==> config.mk <==
export PLATFORM = sky130hd
export DESIGN_NAME = i2c_ackstop_seq
export DESIGN_NICKNAME = d
export VERILOG_FILES = /design/src/rtl/i2c_seq_pkg.sv /design/src/rtl/i2c_baud_timer.sv /design/src/rtl/i2c_seq_flags.sv /design/src/rtl/i2c_seq_ctrl.sv /design/src/rtl/i2c_ackstop_seq.sv
export SDC_FILE = /design/constraint.sdc
export NUM_CORES = 1
export LEC_CHECK = 0
export BUFFER_PORTS_ARGS = -buffer_cell sky130_fd_sc_hd__buf_2
export CAP_MARGIN = 30
export CORE_MARGIN = 1.5
export CORE_UTILIZATION = 40
export CTS_CLUSTER_DIAMETER = 100
export DETAILED_ROUTE_END_ITERATION = 7
export SLEW_MARGIN = 20
export SYNTH_ARGS = -nofsm -noshare
export SYNTH_HDL_FRONTEND = slang
export SYNTH_SLANG_ARGS = --single-unit
export TNS_END_PERCENT = 5
==> constraint.sdc <==
create_clock -name clk -period 6.14 [get_ports clk]
set_clock_uncertainty 0.1 [all_clocks]
set_input_delay 0.614 -clock clk [delete_from_list [all_inputs] [get_ports clk]]
set_output_delay 0.614 -clock clk [all_outputs]
set_load 0.02 [all_outputs]
==> src/rtl/i2c_seq_pkg.sv <==
package i2c_seq_pkg;

  typedef enum logic [3:0] {
    ST_IDLE,
    ST_A_LOW,
    ST_A_REL,
    ST_A_HIGH,
    ST_A_TAIL,
    ST_P_SDA,
    ST_P_LOW,
    ST_P_REL,
    ST_P_HIGH,
    ST_P_SDAR,
    ST_P_DONE
  } seq_st_e;

  typedef struct packed {
    logic scl;
    logic sda;
  } line_drv_t;

  // Line pull-down enables for each state.
  function automatic line_drv_t drive_for(seq_st_e st, logic ackd, logic hold);
    line_drv_t d;
    unique case (st)
      ST_IDLE:   d = '{scl: hold, sda: 1'b0};
      ST_A_LOW:  d = '{scl: 1'b1, sda: ~ackd};
      ST_A_REL:  d = '{scl: 1'b0, sda: ~ackd};
      ST_A_HIGH: d = '{scl: 1'b0, sda: ~ackd};
      ST_A_TAIL: d = '{scl: 1'b1, sda: ~ackd};
      ST_P_SDA:  d = '{scl: 1'b1, sda: 1'b1};
      ST_P_LOW:  d = '{scl: 1'b1, sda: 1'b1};
      ST_P_REL:  d = '{scl: 1'b0, sda: 1'b1};
      ST_P_HIGH: d = '{scl: 1'b0, sda: 1'b1};
      default:   d = '{scl: 1'b0, sda: 1'b0};
    endcase
    return d;
  endfunction

  function automatic logic is_counting(seq_st_e st);
    return (st == ST_A_LOW) || (st == ST_A_HIGH) || (st == ST_P_LOW) ||
           (st == ST_P_HIGH) || (st == ST_P_DONE);
  endfunction

endpackage

==> src/rtl/i2c_baud_timer.sv <==
module i2c_baud_timer #(
  parameter int W = 8
) (
  input  logic         clk,
  input  logic         rst,
  input  logic [W-1:0] reload_i,
  input  logic         load_i,
  input  logic         run_i,
  output logic         tc_o
);
  logic [W-1:0] cnt;

  always_ff @(posedge clk) begin
    if (rst)                      cnt <= '0;
    else if (load_i)              cnt <= reload_i;
    else if (run_i && cnt != '0)  cnt <= cnt - 1'b1;
  end

  assign tc_o = run_i && (cnt == '0);

endmodule

==> src/rtl/i2c_seq_flags.sv <==
module i2c_seq_flags #(
  parameter int N = 3
) (
  input  logic         clk,
  input  logic         rst,
  input  logic [N-1:0] set_i,
  input  logic [N-1:0] clr_i,
  output logic [N-1:0] flag_o
);
  for (genvar i = 0; i < N; i++) begin : g_flag
    always_ff @(posedge clk) begin
      if (rst)           flag_o[i] <= 1'b0;
      else if (set_i[i]) flag_o[i] <= 1'b1;
      else if (clr_i[i]) flag_o[i] <= 1'b0;
    end
  end
endmodule

==> src/rtl/i2c_seq_ctrl.sv <==
module i2c_seq_ctrl
  import i2c_seq_pkg::*;
(
  input  logic clk,
  input  logic rst,
  input  logic ack_req_i,
  input  logic ack_bit_i,
  input  logic stop_req_i,
  input  logic scl_in_i,
  input  logic sda_in_i,
  input  logic tc_i,
  output logic load_o,
  output logic run_o,
  output logic scl_drv_o,
  output logic sda_drv_o,
  output logic ack_en_o,
  output logic stop_en_o,
  output logic busy_o,
  output logic irq_set_o,
  output logic det_set_o
);
  seq_st_e   st, st_n;
  logic      ackd, ackd_n, hold, hold_n;
  line_drv_t drv_n;

  always_comb begin
    st_n      = st;
    ackd_n    = ackd;
    hold_n    = hold;
    load_o    = 1'b0;
    irq_set_o = 1'b0;
    det_set_o = 1'b0;
    unique case (st)
      ST_IDLE: begin
        if (ack_req_i) begin
          st_n   = ST_A_LOW;
          ackd_n = ack_bit_i;
          load_o = 1'b1;
        end else if (stop_req_i) begin
          st_n = ST_P_SDA;
        end
      end
      ST_A_LOW:  if (tc_i) st_n = ST_A_REL;
      ST_A_REL:  if (scl_in_i) begin st_n = ST_A_HIGH; load_o = 1'b1; end
      ST_A_HIGH: if (tc_i) st_n = ST_A_TAIL;
      ST_A_TAIL: begin st_n = ST_IDLE; hold_n = 1'b1; irq_set_o = 1'b1; end
      ST_P_SDA:  if (!sda_in_i) begin st_n = ST_P_LOW; load_o = 1'b1; end
      ST_P_LOW:  if (tc_i) st_n = ST_P_REL;
      ST_P_REL:  if (scl_in_i) begin st_n = ST_P_HIGH; load_o = 1'b1; end
      ST_P_HIGH: if (tc_i) st_n = ST_P_SDAR;
      ST_P_SDAR: if (sda_in_i && scl_in_i) begin
        st_n = ST_P_DONE; load_o = 1'b1; det_set_o = 1'b1;
      end
      ST_P_DONE: if (tc_i) begin st_n = ST_IDLE; hold_n = 1'b0; irq_set_o = 1'b1; end
      default:   st_n = ST_IDLE;
    endcase
  end

  assign drv_n  = drive_for(st_n, ackd_n, hold_n);
  assign run_o  = is_counting(st);
  assign busy_o = (st != ST_IDLE);

  always_ff @(posedge clk) begin
    if (rst) begin
      st        <= ST_IDLE;
      ackd      <= 1'b0;
      hold      <= 1'b0;
      scl_drv_o <= 1'b0;
      sda_drv_o <= 1'b0;
      ack_en_o  <= 1'b0;
      stop_en_o <= 1'b0;
    end else begin
      st        <= st_n;
      ackd      <= ackd_n;
      hold      <= hold_n;
      scl_drv_o <= drv_n.scl;
      sda_drv_o <= drv_n.sda;
      ack_en_o  <= (st_n inside {ST_A_LOW, ST_A_REL, ST_A_HIGH, ST_A_TAIL});
      stop_en_o <= (st_n inside {ST_P_SDA, ST_P_LOW, ST_P_REL, ST_P_HIGH,
                                 ST_P_SDAR, ST_P_DONE});
    end
  end

  // the two sequences never overlap
  a_r10_one_seq: assert property (@(posedge clk) disable iff (rst)
    !(ack_en_o && stop_en_o));

  // SDA holds its acknowledge level for the whole sequence
  a_r2_sda_steady: assert property (@(posedge clk) disable iff (rst)
    (ack_en_o && $past(ack_en_o)) |-> $stable(sda_drv_o));

  // in a stop, SDA is released only while SCL is released
  a_r6_sda_after_scl: assert property (@(posedge clk) disable iff (rst)
    ($fell(sda_drv_o) && $past(stop_en_o)) |-> !scl_drv_o);

endmodule

==> src/rtl/i2c_ackstop_seq.sv <==
module i2c_ackstop_seq #(
  parameter int BAUD_W = 8,
  parameter int DATA_W = 8
) (
  input  logic              clk,
  input  logic              rst,
  input  logic [BAUD_W-1:0] reload_i,
  input  logic              ack_req_i,
  input  logic              ack_bit_i,
  input  logic              stop_req_i,
  input  logic              buf_wr_i,
  input  logic [DATA_W-1:0] buf_wdata_i,
  input  logic              wcol_clr_i,
  input  logic              stopdet_clr_i,
  input  logic              irq_clr_i,
  input  logic              scl_in_i,
  input  logic              sda_in_i,
  output logic              scl_drv_o,
  output logic              sda_drv_o,
  output logic              ack_en_o,
  output logic              stop_en_o,
  output logic [DATA_W-1:0] buf_q_o,
  output logic              wcol_o,
  output logic              stopdet_o,
  output logic              irq_o
);
  localparam int NFLAG = 3;

  logic load, run, tc, busy, irq_set, det_set;
  logic [NFLAG-1:0] fset, fclr, fq;

  i2c_seq_ctrl u_ctrl (
    .clk       (clk),
    .rst       (rst),
    .ack_req_i (ack_req_i),
    .ack_bit_i (ack_bit_i),
    .stop_req_i(stop_req_i),
    .scl_in_i  (scl_in_i),
    .sda_in_i  (sda_in_i),
    .tc_i      (tc),
    .load_o    (load),
    .run_o     (run),
    .scl_drv_o (scl_drv_o),
    .sda_drv_o (sda_drv_o),
    .ack_en_o  (ack_en_o),
    .stop_en_o (stop_en_o),
    .busy_o    (busy),
    .irq_set_o (irq_set),
    .det_set_o (det_set)
  );

  i2c_baud_timer #(.W(BAUD_W)) u_timer (
    .clk     (clk),
    .rst     (rst),
    .reload_i(reload_i),
    .load_i  (load),
    .run_i   (run),
    .tc_o    (tc)
  );

  assign fset = {irq_set, det_set, buf_wr_i && busy};
  assign fclr = {irq_clr_i, stopdet_clr_i, wcol_clr_i};

  i2c_seq_flags #(.N(NFLAG)) u_flags (
    .clk   (clk),
    .rst   (rst),
    .set_i (fset),
    .clr_i (fclr),
    .flag_o(fq)
  );

  assign wcol_o    = fq[0];
  assign stopdet_o = fq[1];
  assign irq_o     = fq[2];

  always_ff @(posedge clk) begin
    if (rst)                   buf_q_o <= '0;
    else if (buf_wr_i && !busy) buf_q_o <= buf_wdata_i;
  end

  // the end of an acknowledge raises the interrupt
  a_r4_ack_irq: assert property (@(posedge clk) disable iff (rst)
    $fell(ack_en_o) |-> irq_o);

  // stop detection needs both lines reading high
  a_r7_det_lines: assert property (@(posedge clk) disable iff (rst)
    $rose(stopdet_o) |-> $past(sda_in_i && scl_in_i));

  // a write during a sequence collides and is dropped
  a_r8_wcol: assert property (@(posedge clk) disable iff (rst)
    (buf_wr_i && (ack_en_o || stop_en_o)) |=> (wcol_o && $stable(buf_q_o)));

endmodule

==> results.md, run 1 <==
* Outcome: completed
* CTS tree: built
* CP Capture Type: register
* Grt peak-use layer: met2
* Largest net degree at the start of global routing at 30
* Setup bufs post-CTS at 0
* Slew Viols, Final at 0
* Worst-skew pair later-pin latency at 0.28 ns
* Via-to-Cell Ratio at 5.41
* Diodes inserted at 0
* Synthesized cell area at 1600 µm²
* Post-Route WL at 3.73 mm
* Max Cap Viol at 0
* Ports at 42
* Mapped Cells at 198
* Hold buffer count at CTS at 0
* Place WS at 3.64 ns
* Net Count, Synth at 227
* Post-DP HPWL at 2.73 mm
* Clk sinks at 29
* Highest clock rate at 399 MHz
* Hold Crit Endpoint: buf_q_o[1]
* Hold_sp: buf_q_o[1]
* Wire per inst at 13.0 µm
* Yosys top cell area share at 36.2%
* First-pass GRT wire length at 6.20 mm
* Relative slew margins at 56.3%
* Worst reg-to-reg path cell count at 6
* GP Congestion at 0.882
* Reg2Reg Launch Point: u_ctrl.st[1]
* P_leak at 0.798 nW
* Hold Crit Class: reg2reg
* Die area at 4400 µm²
* FF-to-FF End: u_ctrl.scl_drv_o
* Yosys cell types at 49
* Critical path arrival at 2.60 ns
* Clock Pin Slew Worst Setup and Hold Paths at 0.06 ns
* Finished Layout Cells at 286
* PostCTS Resize Cnt at 0
* Layout cell share with drive strength beyond 1 at 25.6%
* Die width at 66.3 µm
* GRT overflow at 0
* Clk root buf: clkbuf_8
* Total Routing Usage GR at 18.2%
* Critical Path Fanout Max at 15
* DIE HEIGHT at 66.3 µm
* Grt met1 use at 24.6%
* CTS Buf Count at 5
* Met3 Use GR at 5.62%
* Final antenna-violating net count at 0
* Worst-Margin Slew at 0.651 ns
* RSZ-0062 raised after global routing: no
* Cells after DPL at 278
* Crit Path Class: reg2reg
* Shortest period the worst path allows at 2.51 ns
* Register bit count reported by yosys at 29
* CP max stage cell: dfxtp_1
* Row cnt at 22
* Max incr delay on CP at 0.65 ns
* First-pass DRT Iterations at 4
* Initial antenna violation count at 0
* Synth area leaders: dfxtp_1, a21oi_1, nor2_1
* Hold Fails Final Rpt at 0
* # setup viols final at 0
* CP required at 6.23 ns
* Ys Warns at 0
* Core area at 3740 µm²
* Port-buffer cells at 41
* Mapped Avg Cell Area at 8.10 µm²
* Post-synthesis sequential area ratio at 36.2%
* CTS max path bufs at 2
* Area delta synth->final at 19.2%
* Via count at 1546
* Fillers at 378
* Initial Util at 42.8%
* H-tree depth at 2
* Number of global-route vias before repair at 1354
* Hold depth at 2
* VDD IR-drop max at 228 µV
* Worst path cell trace: mux2i_1 -> o32ai_1 -> a22o_1 -> nand4bb_1 -> or3_1 -> a311oi_1
* Slack of the worst reg-to-reg path at 3.63 ns
* Setup TNS at 0 ns
* Nets@finish at 266
* PwrDens at 507 nW/µm²
* DRC at 0
* Post-synth top area cell: dfxtp_1
* Setup crit start kind: register
* M2 GR Usage at 28.0%
* CP startpoint: u_ctrl.st[1]
* Final period utilization at 40.8%
* Final WS setup at 3.63 ns
* DRT iter0 DRCs at 100
-- how the worst max path moves through the flow --
stage	to	slack, ns
floorplan	u_ctrl.scl_drv_o	3.97
global placement	u_ctrl.scl_drv_o	3.66
detailed placement	u_ctrl.scl_drv_o	3.64
CTS	u_ctrl.scl_drv_o	3.64
global route	u_ctrl.scl_drv_o	3.44
finish	u_ctrl.scl_drv_o	3.63
-- worst max-delay path, delay by kind of cell, from the launching register on --
family             cells  cell delay, ns
muxes                  1            0.31
AOI/OAI and AO/OA      3            0.61
DFF                    1            0.65
and+or+nand+nor        2            0.75
-- layer usage --
| metal | wire, µm | vias to the layer above |
|---|---|---|
| met5 | 0 | - |
| met4 | 21 | 0 |
| met3 | 241 | 2 |
| met2 | 1720 | 40 |
| met1 | 1740 | 711 |
| li1 | - | 793 |
-- cells in the final DEF (no fill, tap or decap), types with 5 or more instances in the layout --
cell and instances:
nand3_1 11, nand2_1 16, dfxtp_1 29, o21ai_0 7
inv_1 6, buf_2 41, nand2b_1 5, a21oi_1 27
nor2b_1 7, nor2_1 26, clkbuf_8 5
-- layout make-up --
cell class	instances	area [µm²]	share of cell area, %
clock buffer	6	72.6	3.80
clock inverter	2	10.0	0.524
inverter	7	26.3	1.37
multi-input combinational	152	950	49.7
sequential	29	581	30.4
tap	48	60.1	3.14
timing repair buffer	42	213	11.1
-- per-stage QoR --
| stage | power [W] | cell area (µm²) | utilization [%] | hold WS, ns |
|---|---|---|---|---|
| 2_1_floorplan | 0.000711 | 1600 | - | 0.381 |
| 3_3_place_gp | 0.000826 | 1830 | 48.9 | 0.343 |
| 3_5_place_dp | 0.000824 | 1830 | 48.9 | 0.348 |
| 4_1_cts | 0.000975 | 1910 | 51.1 | 0.358 |
| 5_1_grt | 0.00106 | 1910 | 51.1 | 0.377 |
| 6_report | 0.000970 | 1910 | 51.1 | 0.356 |
-- logic make-up after synthesis --
| family | Yosys count | share of synthesized area [%] |
|---|---|---|
| buffers and inverters | 17 | 4.60 |
| flip-flops | 29 | 36.2 |
| multiplexers | 3 | 1.87 |
| AO/OA/AOI/OAI | 62 | 26.2 |
| adder cells (fa/ha/maj) | 2 | 1.56 |
| AND/OR/NAND/NOR | 85 | 29.6 |
-- synthesized netlist by cell type (all sizes together) --
master	number
o21ai	8
o211a	1
inv	7
or2	1
nand3	11
nor2b	7
mux2i	3
nand2	17
nor4	3
a221oi	2
o311ai	1
a31oi	2
dfxtp	29
o22ai	1
a21o	1
o221a	1
nand3b	2
o32ai	2
nor2	27
nand4bb	1
a2bb2oi	1
a211o	1
o211ai	2
o31ai	1
ha	2
nand2b	5
nand4	1
clkbuf	6
a211oi	3
a22o	2
o21a	1
a22oi	3
or3	2
o32a	1
and2	1
nor3	4
nor4b	1
and3	2
a311oi	1
a21oi	27
buf	4
-- registers in the layout (all words and copies together), names as in the netlist --
register          count
buf_q_o               8
u_ctrl.ack_en_o       1
u_ctrl.ackd           1
u_ctrl.hold           1
u_ctrl.scl_drv_o      1
u_ctrl.sda_drv_o      1
u_ctrl.st             4
u_ctrl.stop_en_o      1
u_flags.flag_o        3
u_timer.cnt           8
-- where the power goes --
part           switching [W]  total, W  internal [W]  leakage (nW)
Combinational       0.000299  0.000507      0.000208         0.515
Sequential         0.0000707  0.000316      0.000245         0.238
Clock              0.0000685  0.000147     0.0000782        0.0450
Note: power is estimated with default switching activity, not from simulation.
==> run 2: changes to the inputs <==
clock period = 2.4 ns   (was 6.14 ns; I/O delays follow)
==> run 2 against run 1 <==
Setup slack got worse by 3.5 ns. Critical path depth increased by 2. Critical path type unchanged. Global-route usage increased by 0.78 points. Largest cell class unchanged.
==> results.md, run 2 (same netlist as run 1, synthesis figures left out) <==
* Outcome: completed (unchanged)
* Regs by FF count: buf_q_o x8, u_timer.cnt x8, u_ctrl.st x4 (unchanged)
* Row cnt at 22 (unchanged)
* Hold_sp: buf_wdata_i[3] (was buf_q_o[1])
* Hold Fails Final Rpt at 0 (unchanged)
* Relative slew margins at 62.5% (was 56.3%)
* CTS Buf Count at 5 (unchanged)
* Core area at 3740 µm² (unchanged)
* CTS tree: built (unchanged)
* H-tree depth at 2 (unchanged)
* Place WS at 0.0631 ns (was 3.64 ns)
* Worst hold slack at 0.122 ns (was 0.356 ns)
* Setup TNS at 0 ns (unchanged)
* Slack of the worst reg-to-reg path at 0.17 ns (was 3.63 ns)
* Clock Pin Slew Worst Setup and Hold Paths at 0.07 ns (was 0.06 ns)
* CTS max path bufs at 2 (unchanged)
* Worst-Margin Slew at 0.562 ns (was 0.651 ns)
* First-pass DRT Iterations at 4 (unchanged)
* Most frequent cells in the layout: buf_2, dfxtp_1, a21oi_1 (unchanged)
* Highest clock rate at 447 MHz (was 399 MHz)
* Post-Route WL at 3.91 mm (was 3.73 mm)
* RSZ-0062 raised after global routing: no (unchanged)
* Critical Path Fanout Max at 8 (was 15)
* P_leak at 0.860 nW (was 0.798 nW)
* Setup crit start kind: register (unchanged)
* Layout cell share with drive strength beyond 1 at 30.4% (was 25.6%)
* Final period utilization at 93.1% (was 40.8%)
* Hold Crit Class: in2reg (was reg2reg)
* Final WS setup at 0.165 ns (was 3.63 ns)
* Crit Path Class: reg2reg (unchanged)
* First-pass GRT wire length at 6.49 mm (was 6.20 mm)
* Die width at 66.3 µm (unchanged)
* GRT overflow at 0 (unchanged)
* Slew Viols, Final at 0 (unchanged)
* FF-to-FF End: u_ctrl.scl_drv_o (unchanged)
* Hold depth at 3 (was 2)
* Largest net degree at the start of global routing at 30 (unchanged)
* Hold Crit Endpoint: buf_q_o[3] (was buf_q_o[1])
* Via-to-Cell Ratio at 5.28 (was 5.41)
* Max Cap Viol at 0 (unchanged)
* Commonest non-fill, non-tap cell in the layout: buf_2 (unchanged)
* Total Routing Usage GR at 19.0% (was 18.2%)
* Fillers at 368 (was 378)
* Reg2Reg Launch Point: u_timer.cnt[1] (was u_ctrl.st[1])
* Post-DP HPWL at 2.90 mm (was 2.73 mm)
* Via count at 1558 (was 1546)
* VDD IR-drop max at 561 µV (was 228 µV)
* PwrDens at 1320 nW/µm² (was 507 nW/µm²)
* Final antenna-violating net count at 0 (unchanged)
* Initial Util at 42.8% (unchanged)
* Clk sinks at 29 (unchanged)
* Critical path arrival at 2.27 ns (was 2.60 ns)
* PostCTS Resize Cnt at 0 (unchanged)
* Number of global-route vias before repair at 1421 (was 1354)
* GP Congestion at 0.800 (was 0.882)
* Nets@finish at 275 (was 266)
* Shortest period the worst path allows at 2.23 ns (was 2.51 ns)
* Port-buffer cells at 41 (unchanged)
* Hold buffer count at CTS at 0 (unchanged)
* Initial antenna violation count at 0 (unchanged)
* CP required at 2.43 ns (was 6.23 ns)
* DIE HEIGHT at 66.3 µm (unchanged)
* CP Capture Type: register (unchanged)
* Setup bufs post-CTS at 0 (unchanged)
* # setup viols final at 0 (unchanged)
* Die area at 4400 µm² (unchanged)
* Worst-skew pair later-pin latency at 0.27 ns (was 0.28 ns)
* DRT iter0 DRCs at 83 (was 100)
* Worst reg-to-reg path cell count at 8 (was 6)
* Ports at 42 (unchanged)
* Clk root buf: clkbuf_8 (unchanged)
* Wire per inst at 13.3 µm (was 13.0 µm)
* Diodes inserted at 0 (unchanged)
* DRC at 0 (unchanged)
* Area delta synth->final at 26.1% (was 19.2%)
[run 2: changes by cell type in the layout (fill, tap and decap cells not counted)]
cell and delta:
inv_1 -1, nand4bb_1 -1, nand4bb_4 +1, clkinv_2 -1, a311oi_1 -1, clkbuf_1 -1, inv_2 +1, a311oi_2 +1
buf_4 +9, nor2b_2 +1, clkbuf_8 +2, nor2b_1 -1
[run 2: critical path, stage by stage (launching register included)]
cell       delay (ns)
dfxtp_1          0.39
inv_2            0.07
ha_1             0.18
nor4b_4          0.14
and3_1           0.20
a22o_1           0.18
nand4bb_4        0.24
o311ai_0         0.44
a311oi_2         0.16
[run 2: routing by layer]
layer	part of all wire [%]	vias up	global-route usage (%)
met3	3.7	2	4.09
met4	0.28	0	4.08
met1	48	708	25.8
met5	0	-	0
li1	-	815	-
met2	48	33	30.6
[run 2: cell type report]
type                       instances  area (µm²)  area share [%]
clock buffer                       7        96.3            4.76
tap                               48        60.1            2.97
sequential                        29         581            28.7
clock inverter                     1        5.00           0.247
multi-input combinational        152         975            48.2
timing repair buffer              51         280            13.9
inverter                           7        26.3            1.30
[run 2: per-stage QoR]
| stage | total power [W] | cells | utilization (%) | cell area (µm²) |
|---|---|---|---|---|
| 6_report | 0.00267 | 295 | 54.0 | 2020 |
| 4_1_cts | 0.00265 | 295 | 53.4 | 2000 |
| 3_3_place_gp | 0.00219 | 287 | 50.7 | 1900 |
| 2_1_floorplan | 0.00182 | 198 | - | 1600 |
| 3_5_place_dp | 0.00219 | 287 | 50.7 | 1900 |
| 5_1_grt | 0.00291 | 295 | 54.0 | 2020 |
[run 2: where the power goes]
part | switching (W) | internal, W
registers | 0.000141 | 0.000627
logic | 0.000839 | 0.000630
clock network | 0.000176 | 0.000259
total | 0.00116 | 0.00152
[run 2: worst max path at each step]
stage / startpoint / end / slack (ns) / cells past startpoint
floorplan: u_timer.cnt[0] / u_ctrl.scl_drv_o / 0.23 / 8
CTS: u_timer.cnt[1] / u_ctrl.scl_drv_o / 0.08 / 8
detailed placement: u_timer.cnt[1] / u_ctrl.scl_drv_o / 0.06 / 8
finish: u_timer.cnt[1] / u_ctrl.scl_drv_o / 0.17 / 8
global route: u_timer.cnt[0] / u_ctrl.scl_drv_o / 0.03 / 8
global placement: u_timer.cnt[1] / u_ctrl.scl_drv_o / 0.14 / 8
